`src/rtl/snd_dma_pkg.sv`:
```
package snd_dma_pkg;
   localparam int unsigned TMODE_W = 2;
   typedef logic [TMODE_W-1:0] tmode_t;
   localparam tmode_t TMODE_SOUND = 2'd3;

   typedef enum logic [1:0] {
      DST_INCR  = 2'd0,
      DST_DECR  = 2'd1,
      DST_FIXED = 2'd2,
      DST_RELD  = 2'd3
   } dst_mode_e;

   typedef struct packed {
      logic active;
      logic forced;
      logic ready;
   } ch_stat_t;
endpackage

```
`src/rtl/snd_dma_chan.sv`:
```
module snd_dma_chan import snd_dma_pkg::*; #(
   parameter int unsigned WAIT_INIT = 2
) (
   input  logic     clk,
   input  logic     rst_n,
   input  logic     arm_snd,
   input  logic     arm_gen,
   input  logic     clr,
   output ch_stat_t stat
);
   localparam int unsigned WAIT_W = (WAIT_INIT < 1) ? 1 : $clog2(WAIT_INIT + 1);

   logic              active_q;
   logic              forced_q;
   logic [WAIT_W-1:0] cnt_q;

   always_ff @(posedge clk or negedge rst_n) begin
      if (!rst_n) begin
         active_q <= 1'b0;
         forced_q <= 1'b0;
         cnt_q    <= '0;
      end else if (clr) begin
         active_q <= 1'b0;
         forced_q <= 1'b0;
         cnt_q    <= '0;
      end else if (!active_q && (arm_snd || arm_gen)) begin
         active_q <= 1'b1;
         forced_q <= arm_snd;
         cnt_q    <= WAIT_W'(WAIT_INIT);
      end else if (active_q && cnt_q != '0) begin
         cnt_q <= cnt_q - 1'b1;
      end
   end

   always_comb begin
      stat.active = active_q;
      stat.forced = forced_q;
      stat.ready  = active_q && (cnt_q == '0);
   end

   // arming loads the start-up countdown
   a_r4_arm_loads: assert property (@(posedge clk) disable iff (!rst_n)
      (!active_q && (arm_snd || arm_gen) && !clr) |=> (active_q && cnt_q == WAIT_W'(WAIT_INIT)));

   // countdown steps by one per clock
   a_r4_count_down: assert property (@(posedge clk) disable iff (!rst_n)
      (active_q && cnt_q != '0 && !clr) |=> (cnt_q == $past(cnt_q) - 1'b1));

   // re-arming an active channel leaves its flavour unchanged
   a_r10_rearm_ignored: assert property (@(posedge clk) disable iff (!rst_n)
      (active_q && !clr) |=> (active_q && forced_q == $past(forced_q)));
endmodule

```
`src/rtl/snd_dma_fifo_arm.sv`:
```
module snd_dma_fifo_arm import snd_dma_pkg::*; #(
   parameter int unsigned NUM_CH   = 4,
   parameter int unsigned NUM_FIFO = 2,
   parameter int unsigned FIFO_CH0 = 1,
   parameter int unsigned LVL_W    = 6,
   parameter int unsigned THRESH   = 16
) (
   input  logic [NUM_FIFO-1:0]         refill,
   input  logic [NUM_FIFO*LVL_W-1:0]   level,
   input  logic [NUM_CH-1:0]           enable,
   input  logic [NUM_CH*TMODE_W-1:0]   timing,
   output logic [NUM_CH-1:0]           arm_snd
);
   localparam logic [LVL_W-1:0] THR = LVL_W'(THRESH);

   for (genvar c = 0; c < NUM_CH; c++) begin : g_ch
      if (c >= FIFO_CH0 && c < FIFO_CH0 + NUM_FIFO) begin : g_snd
         localparam int unsigned F = c - FIFO_CH0;
         logic low_water;
         assign low_water  = level[F*LVL_W +: LVL_W] <= THR;
         assign arm_snd[c] = refill[F] && low_water && enable[c]
                             && (timing[c*TMODE_W +: TMODE_W] == TMODE_SOUND);
      end else begin : g_none
         assign arm_snd[c] = 1'b0;
      end
   end
endmodule

```
`src/rtl/snd_dma_arb.sv`:
```
module snd_dma_arb #(
   parameter int unsigned NUM_CH    = 4,
   parameter bit          LOW_FIRST = 1'b1,
   localparam int unsigned IDX_W    = (NUM_CH < 2) ? 1 : $clog2(NUM_CH)
) (
   input  logic              clk,
   input  logic              rst_n,
   input  logic [NUM_CH-1:0] ready,
   input  logic              block,
   output logic [NUM_CH-1:0] grant,
   output logic [IDX_W-1:0]  grant_idx
);
   logic [NUM_CH-1:0] pick;

   if (LOW_FIRST) begin : g_low
      always_comb begin
         pick      = '0;
         grant_idx = '0;
         for (int i = NUM_CH - 1; i >= 0; i--) begin
            if (ready[i]) begin
               pick      = '0;
               pick[i]   = 1'b1;
               grant_idx = IDX_W'(i);
            end
         end
      end
      // no ready channel below the granted one
      a_r6_lowest_wins: assert property (@(posedge clk) disable iff (!rst_n)
         (grant != '0) |-> ((ready & (grant - 1'b1)) == '0));
   end else begin : g_high
      always_comb begin
         pick      = '0;
         grant_idx = '0;
         for (int i = 0; i < NUM_CH; i++) begin
            if (ready[i]) begin
               pick      = '0;
               pick[i]   = 1'b1;
               grant_idx = IDX_W'(i);
            end
         end
      end
   end

   assign grant = block ? '0 : pick;

   // one grant at most
   a_r6_single_grant: assert property (@(posedge clk) disable iff (!rst_n)
      $onehot0(grant));
endmodule

```
`src/rtl/snd_dma_done.sv`:
```
module snd_dma_done #(
   parameter int unsigned NUM_CH  = 4,
   parameter int unsigned CART_CH = 3,
   localparam int unsigned IDX_W  = (NUM_CH < 2) ? 1 : $clog2(NUM_CH)
) (
   input  logic              clk,
   input  logic              rst_n,
   input  logic              grant_vld,
   input  logic [IDX_W-1:0]  grant_idx,
   input  logic              xfer_done,
   input  logic [NUM_CH-1:0] irq_en,
   input  logic [NUM_CH-1:0] drq_en,
   output logic              busy,
   output logic [NUM_CH-1:0] clr,
   output logic [NUM_CH-1:0] irq_dma_set,
   output logic              irq_cart_set
);
   logic             busy_q;
   logic [IDX_W-1:0] idx_q;
   logic             retire;
   logic [NUM_CH-1:0] idx_hot;

   assign retire = busy_q && xfer_done;
   assign busy   = busy_q;

   always_comb begin
      idx_hot = '0;
      for (int i = 0; i < NUM_CH; i++) begin
         if (idx_q == IDX_W'(i)) idx_hot[i] = 1'b1;
      end
   end

   assign clr = retire ? idx_hot : '0;

   always_ff @(posedge clk or negedge rst_n) begin
      if (!rst_n) begin
         busy_q       <= 1'b0;
         idx_q        <= '0;
         irq_dma_set  <= '0;
         irq_cart_set <= 1'b0;
      end else begin
         irq_dma_set  <= '0;
         irq_cart_set <= 1'b0;
         if (retire) begin
            busy_q       <= 1'b0;
            irq_dma_set  <= irq_en & idx_hot;
            irq_cart_set <= idx_hot[CART_CH] && drq_en[CART_CH];
         end else if (grant_vld) begin
            busy_q <= 1'b1;
            idx_q  <= grant_idx;
         end
      end
   end

   // nothing is granted while a transfer is outstanding
   a_r7_one_outstanding: assert property (@(posedge clk) disable iff (!rst_n)
      busy_q |-> !grant_vld);

   // completion flag pulses last a single cycle
   a_r8_single_pulse: assert property (@(posedge clk) disable iff (!rst_n)
      (irq_dma_set != '0) |=> (irq_dma_set == '0));

   // external-request pulse only follows a retirement
   a_r9_cart_cause: assert property (@(posedge clk) disable iff (!rst_n)
      irq_cart_set |-> ($past(xfer_done) && $past(busy_q)));
endmodule

```
`src/rtl/snd_dma_sched.sv`:
```
module snd_dma_sched import snd_dma_pkg::*; #(
   parameter int unsigned NUM_CH    = 4,
   parameter int unsigned NUM_FIFO  = 2,
   parameter int unsigned FIFO_CH0  = 1,
   parameter int unsigned LVL_W     = 6,
   parameter int unsigned THRESH    = 16,
   parameter int unsigned WAIT_INIT = 2,
   parameter int unsigned BURST_LEN = 4,
   parameter bit          LOW_FIRST = 1'b1,
   localparam int unsigned LEN_W    = $clog2(BURST_LEN + 1),
   localparam int unsigned IDX_W    = (NUM_CH < 2) ? 1 : $clog2(NUM_CH),
   localparam int unsigned CART_CH  = NUM_CH - 1
) (
   input  logic                       clk,
   input  logic                       rst_n,
   input  logic                       cpu_halted,
   input  logic [NUM_CH-1:0]          ch_enable,
   input  logic [NUM_CH*TMODE_W-1:0]  ch_timing,
   input  logic [NUM_CH-1:0]          ch_irq_en,
   input  logic [NUM_CH-1:0]          ch_drq_en,
   input  logic [NUM_CH-1:0]          ch_start,
   input  logic [NUM_FIFO-1:0]        fifo_refill,
   input  logic [NUM_FIFO*LVL_W-1:0]  fifo_level,
   input  logic                       xfer_done,
   output logic [NUM_CH-1:0]          grant,
   output logic                       grant_forced,
   output logic [1:0]                 grant_dst_mode,
   output logic                       grant_word32,
   output logic [LEN_W-1:0]           grant_len,
   output logic [NUM_CH-1:0]          irq_dma_set,
   output logic                       irq_cart_set
);
   if (NUM_CH < 2) begin : g_chk_ch
      $error("snd_dma_sched: NUM_CH must be at least 2");
   end
   if (FIFO_CH0 + NUM_FIFO > NUM_CH) begin : g_chk_map
      $error("snd_dma_sched: FIFO channels exceed NUM_CH");
   end
   if (THRESH >= (1 << LVL_W)) begin : g_chk_lvl
      $error("snd_dma_sched: THRESH does not fit LVL_W");
   end
   if (BURST_LEN < 1) begin : g_chk_len
      $error("snd_dma_sched: BURST_LEN must be positive");
   end

   logic [NUM_CH-1:0] arm_snd;
   logic [NUM_CH-1:0] arm_gen;
   logic [NUM_CH-1:0] clr;
   logic [NUM_CH-1:0] ready;
   logic [NUM_CH-1:0] forced;
   logic [IDX_W-1:0]  grant_idx;
   logic              busy;

   assign arm_gen = ch_start & ch_enable;

   snd_dma_fifo_arm #(
      .NUM_CH(NUM_CH), .NUM_FIFO(NUM_FIFO), .FIFO_CH0(FIFO_CH0),
      .LVL_W(LVL_W), .THRESH(THRESH)
   ) u_arm (
      .refill(fifo_refill), .level(fifo_level), .enable(ch_enable),
      .timing(ch_timing), .arm_snd(arm_snd)
   );

   for (genvar c = 0; c < NUM_CH; c++) begin : g_chan
      ch_stat_t st;
      snd_dma_chan #(.WAIT_INIT(WAIT_INIT)) u_chan (
         .clk(clk), .rst_n(rst_n), .arm_snd(arm_snd[c]), .arm_gen(arm_gen[c]),
         .clr(clr[c]), .stat(st)
      );
      assign ready[c]  = st.ready;
      assign forced[c] = st.forced;
   end

   snd_dma_arb #(.NUM_CH(NUM_CH), .LOW_FIRST(LOW_FIRST)) u_arb (
      .clk(clk), .rst_n(rst_n), .ready(ready), .block(cpu_halted || busy),
      .grant(grant), .grant_idx(grant_idx)
   );

   snd_dma_done #(.NUM_CH(NUM_CH), .CART_CH(CART_CH)) u_done (
      .clk(clk), .rst_n(rst_n), .grant_vld(grant != '0), .grant_idx(grant_idx),
      .xfer_done(xfer_done), .irq_en(ch_irq_en), .drq_en(ch_drq_en),
      .busy(busy), .clr(clr), .irq_dma_set(irq_dma_set), .irq_cart_set(irq_cart_set)
   );

   assign grant_forced   = (grant & forced) != '0;
   assign grant_dst_mode = grant_forced ? DST_FIXED : 2'd0;
   assign grant_word32   = grant_forced;
   assign grant_len      = grant_forced ? LEN_W'(BURST_LEN) : '0;

   // a halted processor sees no grant
   a_r5_halt_no_grant: assert property (@(posedge clk) disable iff (!rst_n)
      cpu_halted |-> (grant == '0));
endmodule

```
`config.mk`:
```
export PLATFORM = sky130hd
export DESIGN_NAME = snd_dma_sched
export DESIGN_NICKNAME = d
export VERILOG_FILES = /design/src/rtl/snd_dma_pkg.sv /design/src/rtl/snd_dma_chan.sv /design/src/rtl/snd_dma_fifo_arm.sv /design/src/rtl/snd_dma_arb.sv /design/src/rtl/snd_dma_done.sv /design/src/rtl/snd_dma_sched.sv
export SDC_FILE = /design/constraint.sdc
export NUM_CORES = 1
export LEC_CHECK = 0
export BUFFER_PORTS_ARGS = -buffer_cell sky130_fd_sc_hd__buf_2
export CORE_MARGIN = 4
export CORE_UTILIZATION = 41
export CTS_CLUSTER_SIZE = 40
export DETAILED_ROUTE_END_ITERATION = 7
export MAX_ROUTING_LAYER = met4
export PLACE_DENSITY = 0.75
export SLEW_MARGIN = 0
export SYNTH_ARGS = -nofsm -noshare
export SYNTH_HDL_FRONTEND = slang
export SYNTH_SLANG_ARGS = --single-unit
export TNS_END_PERCENT = 20
```
`constraint.sdc`:
```
create_clock -name clk -period 1.45 [get_ports clk]
set_clock_uncertainty 0.2 [all_clocks]
set_input_delay 0.145 -clock clk [delete_from_list [all_inputs] [get_ports clk]]
set_output_delay 0.145 -clock clk [all_outputs]
set_load 0.02 [all_outputs]
```
---- After elaboration in Yosys (flattened, before gate mapping) ----
Cells that the tools add are included.
Widths: inputs -> output; s select.
storage, ports and cells
  latch bits .............................. 0
  RAM bits ................................ 0
  bits in read-only memories .............. 0
  bits of input ports ..................... 42
  memories ................................ 0
  register bits ........................... 24
operators by class
  muxes and demuxes ....................... 48
  multiply operators ...................... 0
  div/mod/pow operators ................... 0
  magnitude comparators ................... 2
  shift-type cells ........................ 0
  add/sub/neg operators ................... 4
  reductions and logical operators ........ 48
  equality and inequality tests ........... 5
  bitwise logic cells ..................... 4
operators with widths
  operator             count
  $mux 2               17
  $mux 4               7
  $mux 1               23
  $logic_and 1x1->1    20
  $reduce_bool 2->1    9
  $and 4x4->4          3
  $le 6x5->1 const B   2
  $reduce_bool 3->1    4
  $logic_not 2->1      5
  $eq 2x2->1 const B   4
  $reduce_bool 4->1    2
  $sub 2x1->2 const B  4
  $logic_not 1->1      4
  $logic_or 1x1->1     3
  $mux 3               1
  $eq 2x1->1 const B   1
  $reduce_and 2->1     1
  $not 1->1            1

---- Logic depth before layout (Yosys ltp) ----
  depth after elaboration ................. 10
  depth in mapped cells ................... 6

---- Hierarchy ----
Synthesis repeated with hierarchy kept, for this count alone.
second synthesis, totals
  cell total of the unflattened synthesis .. 146
  area total of the unflattened synthesis .. 1476.4 µm²
by module, submodules not included
  module            area an instance (µm²)  seq. area each (µm²)  instances  cells each
  snd_dma_chan      226.5                   100.1                 4          22
  snd_dma_done      330.3                   200.2                 1          24
  snd_dma_sched     106.4                   0.0                   1          16
  snd_dma_fifo_arm  71.3                    0.0                   1          9
  snd_dma_arb       62.6                    0.0                   1          9

---- Worst setup path after synthesis ----
OpenSTA, ideal clock, no wires.
  path kind ............................... flip-flop to output port
  start ................................... register g_chan[1].u_chan.cnt_q[0]
  end ..................................... output grant_dst_mode[1]
  data arrival time ....................... 1625 ps
  cell stages (with the launch flop) ...... 7
  slack ................................... -520 ps
  path through ............................ dfrtp_1 > inv_1 > ha_1 > nand2_1 > nand4_1 > a21oi_1 > buf_4
on the way
  longest elaborated chain between the ends .. 8
RTL lines
  element                   RTL line             RTL
  start: declaration        snd_dma_chan.sv:15   logic [WAIT_W-1:0] cnt_q;
  start signal: assignment  snd_dma_chan.sv:29   cnt_q <= WAIT_W'(WAIT_INIT);
  start signal: assignment  snd_dma_chan.sv:31   cnt_q <= cnt_q - 1'b1;
  $logic_not 2->1           snd_dma_chan.sv:38   stat.ready = active_q && (cnt_q == '0);
  $logic_and 1x1->1         snd_dma_chan.sv:38
  $mux 4 (2 in series)      snd_dma_arb.sv:20    if (ready[i]) begin
  $mux 4                    snd_dma_arb.sv:44    assign grant = block ? '0 : pick;
  $and 4x4->4               snd_dma_sched.sv:85  assign grant_forced = (grant & forced) != '0;
  $reduce_bool 4->1         snd_dma_sched.sv:85
  net grant_forced          snd_dma_sched.sv:26  output logic grant_forced,
  $mux 2                    snd_dma_sched.sv:86  assign grant_dst_mode = grant_forced ? DST_FIXED : 2'd0;
  end: declaration          snd_dma_sched.sv:27  output logic [1:0] grant_dst_mode,
The timed path passes the listed nets, and every way through them passes these cells.

---- Worst setup path after layout ----
  start ................................... input cpu_halted
  end ..................................... output grant[3]
on the way
  longest elaborated chain between the ends .. 2
RTL lines
  element             RTL line             RTL
  start: declaration  snd_dma_sched.sv:16  input logic cpu_halted,
  $logic_or 1x1->1    snd_dma_sched.sv:75  .clk(clk), .rst_n(rst_n), .ready(ready), .block(cpu_halted || busy),
  $mux 4              snd_dma_arb.sv:44
  end: declaration    snd_dma_sched.sv:25  output logic [NUM_CH-1:0] grant,
No other way between the ends.

==> flow_summary.ini <==
[floorplanning]
die_area_um2 = 3900
die_h_um = 62.4
die_x_um = 62.4
coreArea_um2 = 2810
start_util_pct = 43.3
ios = 58
core.rowCount = 19

[cts]
clock_latency_ns = 0.32
cts-root-buf = clkbuf_4
clock-sinks = 22
tritoncts = done
cts_made_buffers = 3
cts.path.max_buffers = 2
clk_pin_slew_ns = 0.13
htree_levels = 1

[cells_and_area]
area.sequential_um2 = 552
multi_input_area_um2 = 682
layout_commonest_cell = buf_2
nets = 256
drive_above_1_share_pct = 45.5
nFillCells = 217
final_cell_mix = buf_2, buf_4, dfrtp_1
syn2layout_area_growth_pct = 59.9
n_antenna_cell = 0

[drt]
vias_per_cell = 5.30
routed.top_layer = met4
dr.pass1.iters = 4
antenna_left = 0
wirelength_mm = 3.43
vias = 1272
wl_per_cell_um = 14.3
m1WireLength_mm = 1.31
remaining_drc_errors = 0
drt_iter0_markers = 54
dr_wl_met2_mm = 1.90
wl_met3_um = 164

[sta]
timing.final.ws_setup_ns = -0.466
fin_crit_ns = 1.92
setup_viol = 12
fin_crit_sh_pct = 132
fmax_ghz = 0.522
holdWs_ns = 0.0522
hold_viol = 0
rsz0062_at_grt = yes
finalMaxSlewViolations = 0

[placed_design]
port_buffers = 47
pre_cts_ws_ns = -0.191
routabilityCongestion = 0.818
dp_hpwl_mm = 2.36

[synthesis]
netlist-cell-type-count = 39
synth_area_um2 = 1210
async_flop_share_pct = 100
synth_edf_count = 0
synth_seq_cells = 22
synthFlopType = dfrtp_1
synthCells = 128
syn_area_per_cell_um2 = 9.49
yosys_warnings = 0
yosysSeqAreaShare_pct = 45.3

[worst_hold_path]
hold_path_end = g_chan[1].u_chan.forced_q
worst_hold_path.num_cells = 4
hp-start = fifo_refill[0]
hold_class = in -> reg

[power_and_ir_drop]
power.density_nw_per_um2 = 1830
p_leak_nw = 0.933
irDropWorstVdd_mv = 1.04

[critical_path]
setup.worst_path.start_class = primary input
path_class = in -> out
rr_worst_depth = 7
regToRegSetupSlack_ns = -0.20
arrival_ns = 1.57
r2r_start = g_chan[1].u_chan.cnt_q[0]
crit-reg2reg-capture = u_done.idx_q[0]
crit_path_end_kind = output pin
cp_max_fo = 6
cp.required_ns = 1.11

[global_routing]
grt_pass1_wl_mm = 5.95
grt_overflow = 0
grtUsageTotal_pct = 19.5
antenna_found_initial = 0
grt_pass1_vias = 1332
grt_max_degree = 23

[run]
drv_cap = 0

[outcome]
status = finished, violations left
failed_checks = setup timing
-- worst max path at each step --
stage / start / endpoint / slack, ns
floorplan: g_chan[1].u_chan.cnt_q[0] / grant_dst_mode[1] / -0.14
global placement: fifo_level[1] / g_chan[1].u_chan.cnt_q[0] / -0.16
detailed placement: fifo_level[1] / g_chan[1].u_chan.cnt_q[0] / -0.19
CTS: g_chan[1].u_chan.cnt_q[0] / grant_dst_mode[1] / -0.49
global route: cpu_halted / grant[3] / -0.58
finish: cpu_halted / grant[3] / -0.47
-- kinds of logic after synthesis --
family          Yosys count  synth area share [%]
simple gates             46                  21.3
compound gates           35                  20.3
flops                    22                  45.3
buf+inv                  19                  7.72
fa+ha+maj                 4                  4.12
mux                       1                 0.927
other cells               1                 0.309
-- cells in the mapped netlist (all sizes together), types with 3 or more instances --
cell type / n / area, µm²
a21o: 3 / 23.8
a21oi: 10 / 50.1
a31oi: 3 / 18.8
and2: 6 / 37.5
buf: 6 / 45.0
dfrtp: 22 / 551
ha: 4 / 50.1
inv: 11 / 41.3
nand2: 9 / 33.8
nand3: 4 / 20.0
nand3b: 3 / 22.5
nand4: 3 / 18.8
nor2: 9 / 33.8
o21ai: 3 / 15.0
-- registers in the layout, summed over array words and instances (netlist names) --
| name | count |
|---|---|
| g_chan.u_chan.active_q | 4 |
| g_chan.u_chan.cnt_q | 8 |
| g_chan.u_chan.forced_q | 2 |
| u_done.busy | 1 |
| u_done.idx_q | 2 |
| u_done.irq_cart_set | 1 |
| u_done.irq_dma_set | 4 |
-- metal layers --
metal	global-route usage [%]	vias to the layer above
li1	-	617
met1	21.7	608
met2	34.9	42
met3	3.06	5
met4	7.44	0
met5	-	-
-- through the flow --
stage | power (mW) | utilization (%) | setup TNS (ns) | cell area (µm²) | std cells
2_1_floorplan | 2.13 | - | -0.656 | 1270 | 130
3_3_place_gp | 2.66 | 57.0 | -1.34 | 1600 | 215
3_5_place_dp | 2.76 | 57.0 | -1.84 | 1600 | 215
4_1_cts | 3.43 | 67.9 | -3.98 | 1910 | 240
5_1_grt | 3.86 | 69.3 | -5.08 | 1940 | 240
6_report | 3.56 | 69.3 | -3.80 | 1940 | 240
-- layout make-up --
class / count / share of cell area [%]
timing repair buffer: 83 / 29.7
clock buffer: 3 / 1.16
clock inverter: 1 / 1.55
tap: 31 / 2.00
inverter: 11 / 2.12
sequential: 22 / 28.4
multi-input combinational: 89 / 35.1
-- where the power goes --
part | leakage, nW | internal [mW] | switching [mW]
logic | 0.640 | 1.05 | 0.937
registers | 0.265 | 0.858 | 0.227
clock network | 0.0279 | 0.280 | 0.207
total | 0.933 | 2.19 | 1.37
-- critical path, stage by stage --
cell           delay, ns
buf_2               0.11
dlygate4sd3_1       0.59
nor2_2              0.21
nand3_1             0.16
nor3b_2             0.19
buf_4               0.17
-- timing repair --
| item | in CTS | in global routing |
|---|---|---|
| resized for setup | 18 | 11 |
| hold buffers | 19 | 0 |
| setup endpoints to repair | 13 | 24 |
| pin swaps | 1 | 4 |
| hold endpoints to repair | 38 | 0 |
| buffers inserted | 2 | 0 |
Note: power is estimated with default switching activity, not from simulation.
